$ cat src/rtl/rx_pkg.sv
package rx_pkg;

  localparam int RX_DW   = 8;
  localparam int RX_IDXW = $clog2(RX_DW);

  typedef enum logic [2:0] {
    RX_IDLE,
    RX_START,
    RX_DATA,
    RX_PAR,
    RX_STOP,
    RX_BRK
  } rx_state_e;

  // number of data bits for a length code (0..3 -> 5..8)
  function automatic logic [3:0] bits_for_len(input logic [1:0] code);
    return 4'd5 + {2'b00, code};
  endfunction

endpackage

$ cat src/rtl/rx_sync.sv
module rx_sync #(
  parameter int STAGES = 2
) (
  input  logic clk,
  input  logic rst_n,
  input  logic d,
  output logic q
);

  logic [STAGES-1:0] chain_q;

  generate
    if (STAGES == 1) begin : g_one
      always_ff @(posedge clk or negedge rst_n) begin
        if (!rst_n) chain_q <= '1;
        else        chain_q <= d;
      end
    end else begin : g_many
      always_ff @(posedge clk or negedge rst_n) begin
        if (!rst_n) chain_q <= '1;
        else        chain_q <= {chain_q[STAGES-2:0], d};
      end
    end
  endgenerate

  assign q = chain_q[STAGES-1];

endmodule

$ cat src/rtl/rx_sequencer.sv
module rx_sequencer
  import rx_pkg::*;
#(
  parameter int OSR = 16
) (
  input  logic               clk,
  input  logic               rst_n,
  input  logic               tick,
  input  logic               rxd,
  input  logic [1:0]         cfg_len,
  input  logic               cfg_par_en,
  input  logic               cfg_par_odd,
  input  logic               all_zero,
  output logic               clr,
  output logic               data_stb,
  output logic               par_stb,
  output logic               stop_stb,
  output logic [RX_IDXW-1:0] bit_idx,
  output logic [1:0]         len_q,
  output logic               pen_q,
  output logic               podd_q
);

  localparam int          CW   = $clog2(OSR);
  localparam logic [CW-1:0] LAST = CW'(OSR - 1);
  localparam logic [CW-1:0] MID  = CW'(OSR / 2 - 1);

  rx_state_e            state_q, state_d;
  logic [CW-1:0]        cnt_q, cnt_d;
  logic [RX_IDXW-1:0]   idx_q, idx_d;
  logic [1:0]           len_d;
  logic                 pen_d, podd_d;
  logic                 last_tick;
  logic [3:0]           nbits;

  always_comb begin
    state_d   = state_q;
    cnt_d     = cnt_q;
    idx_d     = idx_q;
    len_d     = len_q;
    pen_d     = pen_q;
    podd_d    = podd_q;
    clr       = 1'b0;
    data_stb  = 1'b0;
    par_stb   = 1'b0;
    stop_stb  = 1'b0;
    last_tick = (cnt_q == LAST);
    nbits     = bits_for_len(len_q);
    if (tick) begin
      unique case (state_q)
        RX_IDLE: begin
          if (!rxd) begin
            state_d = RX_START;
            cnt_d   = '0;
            clr     = 1'b1;
            len_d   = cfg_len;
            pen_d   = cfg_par_en;
            podd_d  = cfg_par_odd;
          end
        end
        RX_START: begin
          if (cnt_q == MID) begin
            cnt_d   = '0;
            idx_d   = '0;
            state_d = rxd ? RX_IDLE : RX_DATA;
          end else begin
            cnt_d = cnt_q + 1'b1;
          end
        end
        RX_DATA: begin
          if (last_tick) begin
            cnt_d    = '0;
            data_stb = 1'b1;
            if ({1'b0, idx_q} == nbits - 4'd1) state_d = pen_q ? RX_PAR : RX_STOP;
            else                               idx_d   = idx_q + 1'b1;
          end else begin
            cnt_d = cnt_q + 1'b1;
          end
        end
        RX_PAR: begin
          if (last_tick) begin
            cnt_d   = '0;
            par_stb = 1'b1;
            state_d = RX_STOP;
          end else begin
            cnt_d = cnt_q + 1'b1;
          end
        end
        RX_STOP: begin
          if (last_tick) begin
            cnt_d    = '0;
            stop_stb = 1'b1;
            state_d  = (!rxd && all_zero) ? RX_BRK : RX_IDLE;
          end else begin
            cnt_d = cnt_q + 1'b1;
          end
        end
        RX_BRK: begin
          if (rxd) state_d = RX_IDLE;
        end
        default: state_d = RX_IDLE;
      endcase
    end
  end

  always_ff @(posedge clk or negedge rst_n) begin
    if (!rst_n) begin
      state_q <= RX_IDLE;
      cnt_q   <= '0;
      idx_q   <= '0;
      len_q   <= '0;
      pen_q   <= 1'b0;
      podd_q  <= 1'b0;
    end else begin
      state_q <= state_d;
      cnt_q   <= cnt_d;
      idx_q   <= idx_d;
      len_q   <= len_d;
      pen_q   <= pen_d;
      podd_q  <= podd_d;
    end
  end

  assign bit_idx = idx_q;

  // state only advances on a baud tick
  a_r8_hold_without_tick: assert property (@(posedge clk) disable iff (!rst_n)
    !tick |=> $stable(state_q) && $stable(cnt_q));

  // a start that reads high at mid-bit returns to idle
  a_r3_false_start_idle: assert property (@(posedge clk) disable iff (!rst_n)
    (state_q == RX_START && tick && cnt_q == MID && rxd) |=> state_q == RX_IDLE);

  // break state is left only on a high line sample
  a_r6_break_wait: assert property (@(posedge clk) disable iff (!rst_n)
    (state_q == RX_BRK && !(tick && rxd)) |=> state_q == RX_BRK);

endmodule

$ cat src/rtl/rx_shifter.sv
module rx_shifter
  import rx_pkg::*;
(
  input  logic               clk,
  input  logic               rst_n,
  input  logic               clr,
  input  logic               data_stb,
  input  logic               par_stb,
  input  logic [RX_IDXW-1:0] bit_idx,
  input  logic               rxd,
  output logic [RX_DW-1:0]   data_q,
  output logic               par_q,
  output logic               all_zero
);

  logic [RX_DW-1:0] data_d;
  logic             par_d;

  always_comb begin
    data_d = data_q;
    par_d  = par_q;
    if (clr) begin
      data_d = '0;
      par_d  = 1'b0;
    end else if (data_stb) begin
      data_d[bit_idx] = rxd;
    end else if (par_stb) begin
      par_d = rxd;
    end
  end

  always_ff @(posedge clk or negedge rst_n) begin
    if (!rst_n) begin
      data_q <= '0;
      par_q  <= 1'b0;
    end else begin
      data_q <= data_d;
      par_q  <= par_d;
    end
  end

  assign all_zero = (data_q == '0) && !par_q;

  // a new frame starts from an empty byte
  a_r2_clear_on_start: assert property (@(posedge clk) disable iff (!rst_n)
    clr |=> data_q == '0 && !par_q);

endmodule

$ cat src/rtl/rx_writer.sv
module rx_writer
  import rx_pkg::*;
(
  input  logic             clk,
  input  logic             rst_n,
  input  logic             stop_stb,
  input  logic             rxd,
  input  logic [RX_DW-1:0] data_q,
  input  logic             par_q,
  input  logic             all_zero,
  input  logic             pen,
  input  logic             podd,
  input  logic             fifo_full,
  output logic             wr_en,
  output logic [RX_DW-1:0] wr_data,
  output logic             wr_perr,
  output logic             wr_ferr,
  output logic             wr_brk,
  output logic             ovf
);

  logic wr_d, ovf_d, brk_d, perr_d, ferr_d;

  always_comb begin
    brk_d  = !rxd && all_zero;
    ferr_d = !rxd;
    perr_d = pen && ((^data_q) ^ par_q ^ podd) && !brk_d;
    wr_d   = stop_stb && !fifo_full;
    ovf_d  = stop_stb && fifo_full;
  end

  always_ff @(posedge clk or negedge rst_n) begin
    if (!rst_n) begin
      wr_en   <= 1'b0;
      ovf     <= 1'b0;
      wr_data <= '0;
      wr_perr <= 1'b0;
      wr_ferr <= 1'b0;
      wr_brk  <= 1'b0;
    end else begin
      wr_en <= wr_d;
      ovf   <= ovf_d;
      if (wr_d) begin
        wr_data <= data_q;
        wr_perr <= perr_d;
        wr_ferr <= ferr_d;
        wr_brk  <= brk_d;
      end
    end
  end

  // a finished character is either written or dropped, never both
  a_r1_one_outcome: assert property (@(posedge clk) disable iff (!rst_n)
    $onehot0({wr_en, ovf}));

  // a full FIFO blocks the write and raises overrun
  a_r7_no_write_when_full: assert property (@(posedge clk) disable iff (!rst_n)
    (stop_stb && fifo_full) |=> !wr_en && ovf);

  // break records carry zero data and a framing flag
  a_r6_break_record: assert property (@(posedge clk) disable iff (!rst_n)
    (wr_en && wr_brk) |-> (wr_data == '0) && wr_ferr && !wr_perr);

endmodule

$ cat src/rtl/serial_rx_deframer.sv
module serial_rx_deframer
  import rx_pkg::*;
#(
  parameter int OSR         = 16,
  parameter int SYNC_STAGES = 2
) (
  input  logic       clk,
  input  logic       rst_n,
  input  logic       baud_tick,
  input  logic       rxd,
  input  logic [1:0] cfg_len,
  input  logic       cfg_par_en,
  input  logic       cfg_par_odd,
  input  logic       fifo_full,
  output logic       fifo_wr,
  output logic [7:0] fifo_wdata,
  output logic       fifo_wperr,
  output logic       fifo_wferr,
  output logic       fifo_wbrk,
  output logic       rx_overrun
);

  logic               rxd_s;
  logic               clr, data_stb, par_stb, stop_stb;
  logic [RX_IDXW-1:0] bit_idx;
  logic [1:0]         len_q;
  logic               pen_q, podd_q;
  logic [RX_DW-1:0]   data_q;
  logic               par_q, all_zero;

  rx_sync #(.STAGES(SYNC_STAGES)) u_sync (
    .clk(clk), .rst_n(rst_n), .d(rxd), .q(rxd_s)
  );

  rx_sequencer #(.OSR(OSR)) u_seq (
    .clk(clk), .rst_n(rst_n), .tick(baud_tick), .rxd(rxd_s),
    .cfg_len(cfg_len), .cfg_par_en(cfg_par_en), .cfg_par_odd(cfg_par_odd),
    .all_zero(all_zero), .clr(clr), .data_stb(data_stb), .par_stb(par_stb),
    .stop_stb(stop_stb), .bit_idx(bit_idx), .len_q(len_q), .pen_q(pen_q),
    .podd_q(podd_q)
  );

  rx_shifter u_shift (
    .clk(clk), .rst_n(rst_n), .clr(clr), .data_stb(data_stb), .par_stb(par_stb),
    .bit_idx(bit_idx), .rxd(rxd_s), .data_q(data_q), .par_q(par_q),
    .all_zero(all_zero)
  );

  rx_writer u_wr (
    .clk(clk), .rst_n(rst_n), .stop_stb(stop_stb), .rxd(rxd_s), .data_q(data_q),
    .par_q(par_q), .all_zero(all_zero), .pen(pen_q), .podd(podd_q),
    .fifo_full(fifo_full), .wr_en(fifo_wr), .wr_data(fifo_wdata),
    .wr_perr(fifo_wperr), .wr_ferr(fifo_wferr), .wr_brk(fifo_wbrk),
    .ovf(rx_overrun)
  );

  // bits above the captured length are zero in every record
  a_r2_upper_zero: assert property (@(posedge clk) disable iff (!rst_n)
    fifo_wr |-> (fifo_wdata >> bits_for_len(len_q)) == 8'd0);

  // no parity flag when the frame carried no parity bit
  a_r4_no_parity_flag: assert property (@(posedge clk) disable iff (!rst_n)
    (fifo_wr && !pen_q) |-> !fifo_wperr);

endmodule

$ cat config.mk
export PLATFORM = sky130hd
export DESIGN_NAME = serial_rx_deframer
export DESIGN_NICKNAME = d
export VERILOG_FILES = /design/src/rtl/rx_pkg.sv /design/src/rtl/rx_sync.sv /design/src/rtl/rx_sequencer.sv /design/src/rtl/rx_shifter.sv /design/src/rtl/rx_writer.sv /design/src/rtl/serial_rx_deframer.sv
export SDC_FILE = /design/constraint.sdc
export NUM_CORES = 1
export LEC_CHECK = 0
export CORE_MARGIN = 8
export CORE_UTILIZATION = 30
export CTS_CLUSTER_SIZE = 28
export DETAILED_ROUTE_END_ITERATION = 16
export GPL_ROUTABILITY_DRIVEN = 0
export GPL_TIMING_DRIVEN = 0
export HOLD_SLACK_MARGIN = 0.02
export MAX_ROUTING_LAYER = met4
export PLACE_DENSITY_LB_ADDON = 0.2
export SLEW_MARGIN = 0
export SYNTH_ARGS = -nofsm -noshare
export SYNTH_HDL_FRONTEND = slang
export SYNTH_SLANG_ARGS = --single-unit
$ cat constraint.sdc
create_clock -name clk -period 2.4 [get_ports clk]
set_clock_uncertainty 0.2 [all_clocks]
set_input_delay 0.48 -clock clk [delete_from_list [all_inputs] [get_ports clk]]
set_output_delay 0.48 -clock clk [all_outputs]
set_load 0.1 [all_outputs]
# After elaboration in Yosys (flattened, before gate mapping)

Index checks and enable logic that the tools add are counted.

Input port bits: 9
Logic and storage cells: 102
Output and inout bits: 13
Register bits after elaboration: 38

Reduce and logical (&&, ||, !) cells: 24
Multiplexer cells: 37
$add $sub $neg: 4
Eq/ne operators: 17
$lt $le $gt $ge: 2
Bitwise operators: 3

Operators with widths:

| kind                  | number |
|---|---|
| $mux W3               | 12 |
| $pmux W3 S6           | 1 |
| $mux W8               | 2 |
| $mux W1               | 14 |
| $mux W4               | 3 |
| $pmux W4 S3           | 1 |
| $ne A2 B1 Y1 const B  | 5 |
| $bwmux W8             | 1 |
| $logic_not A8 Y1      | 1 |
| $ne A2 B2 Y1 const B  | 4 |
| $reduce_and A8 Y1     | 1 |
| $reduce_xor A8 Y1     | 1 |
| $logic_and A1 B1 Y1   | 7 |
| $eq A3 B2 Y1 const B  | 2 |
| $eq A3 B3 Y1 const B  | 2 |
| $pmux W3 S2           | 1 |
| $reduce_and A3 Y1     | 2 |
| $reduce_bool A2 Y1    | 3 |
| $reduce_and A5 Y1     | 1 |
| $add A3 B2 Y4 const A | 1 |
| $add A4 B1 Y4 const B | 1 |
| $eq A3 B4 Y1          | 1 |
| $eq A4 B3 Y1 const B  | 1 |
| $eq A4 B4 Y1 const B  | 1 |
| 14 further kinds      | 18 |

# Longest topological paths before layout

Gate-level depths: netlist of run 1.

Word-level depth: 7
Gate-level depth with buffers: 7
Mapped depth without buffers: 7

# Modules after synthesis

Synthesis of run 1 repeated with hierarchy kept, for this count alone.

Cell total of the unflattened synthesis: 198
Area total of the unflattened synthesis: 2030.7 µm²

Modules (own cells, without submodules):

| module       | area an instance (µm²) | seq. area each (µm²) | cells an instance | times used |
|---|---|---|---|---|
| rx_sequencer | 940.9                  | 350.3                | 97                | 1 |
| rx_writer    | 556.8                  | 325.3                | 57                | 1 |
| rx_shifter   | 480.5                  | 225.2                | 42                | 1 |
| rx_sync      | 52.6                   | 52.6                 | 2                 | 1 |

# Least setup slack after synthesis of run 1

Ideal clock, no wire load.

Kind: reg2reg
Start: register u_seq.cnt_q[0]
End: register u_seq.state_q[1]
Buffers on the path: 0
Path slack: 0.351 ns
Arrival: 1.725 ns
Period minus slack after synthesis: 2.049 ns
Cell stages (with the launch flop): 7
Cell sequence: dfrtp_1 -> ha_1 -> nand2_1 -> a2bb2oi_1 -> or3_4 -> or2_1 -> a211o_1

Longest elaborated chain between the ends: 3
Elaborated cells on any way between the ends: 7
Classes of those cells: eq/ne (6); reduce/logical (1)

Ends and longest elaborated chain:

| what                                         | RTL line                               | source |
|---|---|---|
| start, declared                              | rx_sequencer.sv:29                     | `logic [CW-1:0] cnt_q, cnt_d;` |
| start signal, assigned                       | rx_sequencer.sv:116                    | `cnt_q <= cnt_d;` |
| $eq A4 B4 Y1 or $eq A4 B3 Y1 (tied branches) | rx_sequencer.sv:47, rx_sequencer.sv:62 |  |
| $ne A2 B1 Y1 (no line)                       | -                                      |  |
| $reduce_and A8 Y1 (no line) (*)              | -                                      |  |
| end signal, assigned                         | rx_sequencer.sv:115                    | `state_q <= state_d;` |
| end, declared                                | rx_sequencer.sv:28                     | `rx_state_e state_q, state_d;` |

Every way passes the cells marked *; elsewhere a longest branch is shown, timed or not.
A chain may end at the register's enable or synchronous reset.

# Final worst setup path of run 1

Same ends and word-level chain as after synthesis.

==> results of run 1 <==
## cells in the mapped netlist, drive strengths merged, types with 6 or more instances
cell type,instances,area share [%]
dfrtp,36,46
buf,6,1.7
ha,6,3.8
o21ai,24,6.1
nor2,9,1.7
nor3,10,2.6
inv,16,3.1
nand3,12,3.1
nand2,27,5.2
xnor2,7,3.1
## metal layers
layer  share of wire, %  wire length [microns]  track usage [%]  vias up
li1                   -                      -                -      776
met1                 49                   2110             12.8      727
met2                 43                   1880             14.3       37
met4                2.2                     96             4.62        0
met5                  0                      0                -        -
met3                5.7                    247             2.92        8
## power by group through the flow
| stage | clock [mW] | combinational (mW) | sequential (mW) |
|---|---|---|---|
| 2_1_floorplan | 0 | 0.435 | 0.804 |
| 3_3_place_gp | 0 | 0.555 | 0.825 |
| 3_5_place_dp | 0 | 0.559 | 0.827 |
| 4_1_cts | 0.679 | 0.561 | 0.814 |
| 5_1_grt | 0.701 | 0.646 | 0.828 |
| 6_report | 0.662 | 0.561 | 0.813 |
## timing repair
action / 4_1_cts / 5_1_grt
buffers inserted: 0 / 0
setup endpoints to repair: 13 / 0
gates resized for setup: 13 / 0
endpoints found under the hold margin: 0 / 0
## cells in the final DEF, fill, tap and decap left out, drive strengths merged, types with 6 or more instances in the layout
cell type      netlist  routed
ha                   6       6
o21ai               24      24
clkbuf               5      10
buf                  6       7
nor3                10      10
clkdlybuf4s50        0       6
nor2                 9       9
inv                 16      16
dfrtp               36      36
dlygate4sd2          0      13
nand3               12      12
nand2               27      27
xnor2                7       7
## worst reg2reg max path: cells and delay by family, from the launching register on
family                   cells  cell delay [ps]
AND/OR/NAND/NOR              3              810
AO/OA/AOI/OAI                2              460
flip-flops                   1              390
adder cells (fa/ha/maj)      1              250
## sequential cells by signal, indices dropped and copies added (netlist names), 2 cells and up
name / cells
u_shift.data_q: 8
u_seq.len_q: 2
u_seq.state_q: 3
u_wr.wr_data: 8
u_seq.bit_idx: 3
u_seq.cnt_q: 4
u_sync.chain_q: 2
## per-stage QoR
step / total power [mW] / cells / util [%] / worst slack, ps / setup TNS (ps)
4_1_cts: 2.05 / 314 / 37.4 / 180 / 0
3_3_place_gp: 1.38 / 306 / 35.6 / -337 / -12030
5_1_grt: 2.17 / 314 / 37.4 / 85.9 / 0
6_report: 2.04 / 314 / 37.4 / 175 / 0
2_1_floorplan: 1.24 / 209 / - / 351 / 0
3_5_place_dp: 1.39 / 306 / 35.5 / 193 / 0
## worst max path at each step
stage	start	endpoint	slack, ps	depth (start not counted)
2_1_floorplan	u_seq.cnt_q[0]	u_seq.state_q[1]	350	6
3_3_place_gp	rst_n	u_wr.wr_data[1]	-340	1
3_5_place_dp	u_seq.cnt_q[0]	u_seq.state_q[1]	190	6
4_1_cts	u_seq.cnt_q[0]	u_seq.state_q[1]	180	6
5_1_grt	u_seq.cnt_q[0]	u_seq.state_q[1]	90	6
6_report	u_seq.cnt_q[0]	u_seq.state_q[1]	170	6
## kinds of logic (layout without fill, tap and decap cells)
kind of cell    count (synthesis)  count (layout)  synth area share (%)
compound gates                 45              45                  14.0
mux                             6               6                  3.38
xor+xnor                        7               7                  3.13
fa+ha+maj                       6               6                  3.83
simple gates                   80              80                  21.4
flops                          38              38                  48.6
buf+inv                        27              55                  5.68
## final cells by class
type / count / area [sq um]
Fill cell: 658 / 3980
Sequential cell: 38 / 953
Multi-Input combinational cell: 144 / 897
Timing Repair Buffer: 20 / 179
Tap cell: 77 / 96.3
Clock buffer: 5 / 68.8
Clock inverter: 3 / 68.8
Inverter: 16 / 60.1
Buffer: 11 / 51.3
==> results.sh, run 1 <==
export IMPL_dominantRegCellSynth="dfrtp_1"
export IMPL_grt_total_usage_pct=10.0
export IMPL_clk_pin_slew_worst_paths_ps=80
export IMPL_vias=1548
export IMPL_syn_to_final_growth_pct=21.0
export IMPL_grt_pass1_vias=1520
export IMPL_path_delay_family="simple AND/OR/NAND/NOR gates"
export IMPL_cts_max_level=2
export IMPL_holdBufCountCts=0
export IMPL_syn_num_nets=224
export IMPL_synth_area_sq_um=1960
export IMPL_rr_endpoint="u_seq.state_q[1]"
export IMPL_post_route_period_util_pct=92.7
export IMPL_cp_num_buf_inv=0
export IMPL_routedWlPerCell_microns=13.8
export IMPL_reg2reg_depth=6
export IMPL_start_util_pct=30.9
export IMPL_antenna_found_initial=0
export IMPL_cts_tree="built"
export IMPL_drc_errors=0
export IMPL_status="completed"
export IMPL_cts_made_buffers=5
export IMPL_nets=251
export IMPL_switching_share_pct=31.5
export IMPL_cap_viol_max_count=0
export IMPL_timing_hold_ws_ps=94.3
export IMPL_synth_cells=209
export IMPL_finalCriticalPeriod_ps=2230
export IMPL_dpl_instance_area_sq_um=2250
export IMPL_yosysSeqAreaShare_pct=48.6
export IMPL_p_int_mw=1.39
export IMPL_max_stage_delay_ps=430
export IMPL_rsz0062_at_grt="false"
export IMPL_p_sw_mw=0.641
export IMPL_port_buffers=20
export IMPL_cts_root_buf="clkbuf_8"
export IMPL_worstPathCellList="ha_1, nand2_1, a2bb2oi_1, or3_4, or2_1, a211o_1"
export IMPL_yosys_register_bits=38
export IMPL_overflow=0
export IMPL_power_density_nw_per_um2=857
export IMPL_dieArea_sq_um=9380
export IMPL_cts_sinks=38
export IMPL_finalHoldViolCount=0
export IMPL_worstPathMaxFanout=5
export IMPL_combPwrFrac_pct=27.5
export IMPL_synth_edff_count=0
export IMPL_hpwl_microns=3190
export IMPL_async_flop_share_pct=100
export IMPL_hold_class="input port to async pin"
export IMPL_regToRegSetupSlack_ps=170
export IMPL_max_clock_path_buffers=2
export IMPL_setup_viol=0
export IMPL_drtIter0Drc=98
export IMPL_start_kind="flop"
export IMPL_seqPwrFrac_pct=39.9
export IMPL_ys_types=43
export IMPL_worst_pin_slew_ps=961
export IMPL_drv_slew=0
export IMPL_worstSetupEndpointType="flop"
export IMPL_grt_pass1_wl_microns=7680
export IMPL_r2r_start="u_seq.cnt_q[0]"
export IMPL_power_frac_clock_pct=32.5
export IMPL_postSynthAreaPerCell_sq_um=9.39
export IMPL_io_pins=22
export IMPL_worstSetupPathType="flop to flop"
export IMPL_vias_per_cell=4.93
export IMPL_die_h_microns=96.9
export IMPL_n_antenna_cell=0
export IMPL_cp_required_ps=2370
export IMPL_relSlewSlack_pct=36.2
export IMPL_arrival_ps=2200
export IMPL_ys_warn_count=0
export IMPL_ant_nets=0
export IMPL_fmax_mhz=449
export IMPL_drt_pass1_iter_count=4
export IMPL_die_w_microns=96.9
export IMPL_max_vdd_ir_drop_mv=0.337
export IMPL_p_leak_nw=1.03
export IMPL_rows=29
export IMPL_design_core_area_sq_um=6350
export IMPL_grt_max_degree=39
export IMPL_clkLatencyLatePin_ps=290
export IMPL_routed_wl_microns=4340
export IMPL_drive_gt1_share_pct=11.4
export IMPL_worst_path_max_delay_cell="or3_4"
export IMPL_stdcell_area_sq_um=2370
(Power assumes the default switching activity.)
==> run 2, diff against run 1 <==
--- a/constraint.sdc
+++ b/constraint.sdc
@@ -3,3 +3,3 @@
 set_input_delay 0.48 -clock clk [delete_from_list [all_inputs] [get_ports clk]]
 set_output_delay 0.48 -clock clk [all_outputs]
-set_load 0.1 [all_outputs]
+set_load 0.005 [all_outputs]
==> run 2 against run 1 <==
Worst setup slack unchanged. Combinational power about the same. Routed wire length about the same. Fmax unchanged. Hold slack about the same. Via count unchanged. First-iteration DRC count unchanged. Total power about the same. Critical path depth unchanged. Sequential power about the same. Die area unchanged. Global-route usage unchanged. Largest cell class unchanged.
==> results.sh, run 2 (same netlist as run 1, synthesis figures left out) <==
export IMPL_status="completed"
export IMPL_fin_cells=314
export IMPL_rsz0062_at_grt="false"
export IMPL_fill_cells=651
export IMPL_clkLatencyLatePin_ps=290
export IMPL_final_common_cell="dfrtp_1"
export IMPL_grt_pass1_vias=1522
export IMPL_drv_slew=0
export IMPL_routedWlPerCell_microns=13.8
export IMPL_cts_made_buffers=5
export IMPL_die_h_microns=96.9
export IMPL_n_antenna_cell=0
export IMPL_holdBufCountCts=0
export IMPL_grt_pass1_wl_microns=7680
export IMPL_syn_to_final_growth_pct=21.9
export IMPL_cts_tree="built"
export IMPL_ant_nets=0
export IMPL_drive_gt1_share_pct=11.4
export IMPL_grt_total_usage_pct=10.0
export IMPL_p_leak_nw=0.970
export IMPL_drc_errors=0
export IMPL_hpwl_microns=3190
export IMPL_worstSetupEndpointType="flop"
export IMPL_worstPathMaxFanout=5
export IMPL_cts_root_buf="clkbuf_8"
export IMPL_drt_pass1_iter_count=4
export IMPL_overflow=0
export IMPL_hold_class="input port to async pin"
export IMPL_finalPower_mw=2.04
export IMPL_io_pins=22
export IMPL_power_density_nw_per_um2=851
export IMPL_cts_setup_buffers=0
export IMPL_routed_wl_microns=4330
export IMPL_vias_per_cell=4.93
export IMPL_port_buffers=20
export IMPL_mostFrequentLayoutCells="dfrtp_1, nand2_1, o21ai_0"
export IMPL_finalCriticalPeriod_ps=2230
export IMPL_pre_cts_ws_ps=193
export IMPL_die_w_microns=96.9
export IMPL_stdcell_area_sq_um=2390
export IMPL_worstSetupPathType="flop to flop"
export IMPL_start_kind="flop"
export IMPL_fin_util_pct=37.7
export IMPL_setup_slack_ps=175
export IMPL_arrival_ps=2200
export IMPL_finalHoldViolCount=0
export IMPL_antenna_found_initial=0
export IMPL_dp_cells=306
export IMPL_max_vdd_ir_drop_mv=0.337
export IMPL_tns_ps=0
export IMPL_clk_pin_slew_worst_paths_ps=80
export IMPL_vias=1548
export IMPL_setup_viol=0
export IMPL_max_clock_path_buffers=2
export IMPL_rows=29
export IMPL_worst_pin_slew_ps=856
export IMPL_start_util_pct=30.9
export IMPL_relSlewSlack_pct=42.9
export IMPL_cap_viol_max_count=0
export IMPL_grt_max_degree=39
export IMPL_timing_hold_ws_ps=94.3
export IMPL_nets=251
export IMPL_dieArea_sq_um=9380
export IMPL_cts_sinks=38
export IMPL_ctsResizeCount=0
export IMPL_post_route_period_util_pct=92.7
export IMPL_cts_max_level=2
export IMPL_dpl_instance_area_sq_um=2250
export IMPL_cp_required_ps=2370
export IMPL_drtIter0Drc=98
export IMPL_reg_top3="u_shift.data_q: 8 flops, u_wr.wr_data: 8 flops, u_seq.cnt_q: 4 flops"
export IMPL_fmax_mhz=449
export IMPL_design_core_area_sq_um=6350
-- run 2: cell count changes in the layout (fill, tap and decap cells not counted), sizes merged --
cell,before,now
clkdlybuf4s50,6,19
dlygate4sd2,13,0
-- run 2: path summary, 6_finish.rpt --
| kind | depth (start not counted) | slack [ps] | endpoint | startpoint |
|---|---|---|---|---|
| min | 1 | 90 | u_wr.wr_perr | rst_n |
| max in group asynchronous | 1 | 1370 | u_shift.par_q | rst_n |
| max | 6 | 170 | u_seq.state_q[1] | u_seq.cnt_q[0] |
| min in group clk | 0 | 160 | u_sync.chain_q[1] | u_sync.chain_q[0] |
| min reg2reg | 0 | 160 | u_sync.chain_q[1] | u_sync.chain_q[0] |
| max reg2reg | 6 | 170 | u_seq.state_q[1] | u_seq.cnt_q[0] |
-- run 2: report_power, final --
part | switching, mW | total, mW | internal (mW)
Combinational | 0.314 | 0.561 | 0.247
Clock | 0.245 | 0.662 | 0.417
Sequential | 0.0824 | 0.813 | 0.731
Total | 0.641 | 2.04 | 1.39
-- run 2: layer usage --
| layer | up-vias | global-route usage (%) | share of wire (%) |
|---|---|---|---|
| li1 | 776 | - | - |
| met1 | 727 | 12.8 | 49 |
| met2 | 37 | 14.3 | 43 |
| met3 | 8 | 2.92 | 5.6 |
| met4 | 0 | 4.62 | 2.2 |
| met5 | - | - | 0 |
-- run 2: worst max-delay path, cell delays in order (launching register included) --
cell,delay (ps)
dfrtp_1,390
ha_1,250
nand2_1,120
a2bb2oi_1,160
or3_4,430
or2_1,260
a211o_1,300
-- run 2: final cells by class --
type                       count  area [sq um]  area share (%)
timing repair buffer          20           195            8.16
clock inverter                 3          68.8            2.88
inverter                      16          60.1            2.51
buffer                        11          51.3            2.15
multi-input combinational    144           897            37.5
tap                           77          96.3            4.03
sequential                    38           953            39.9
clock buffer                   5          68.8            2.88
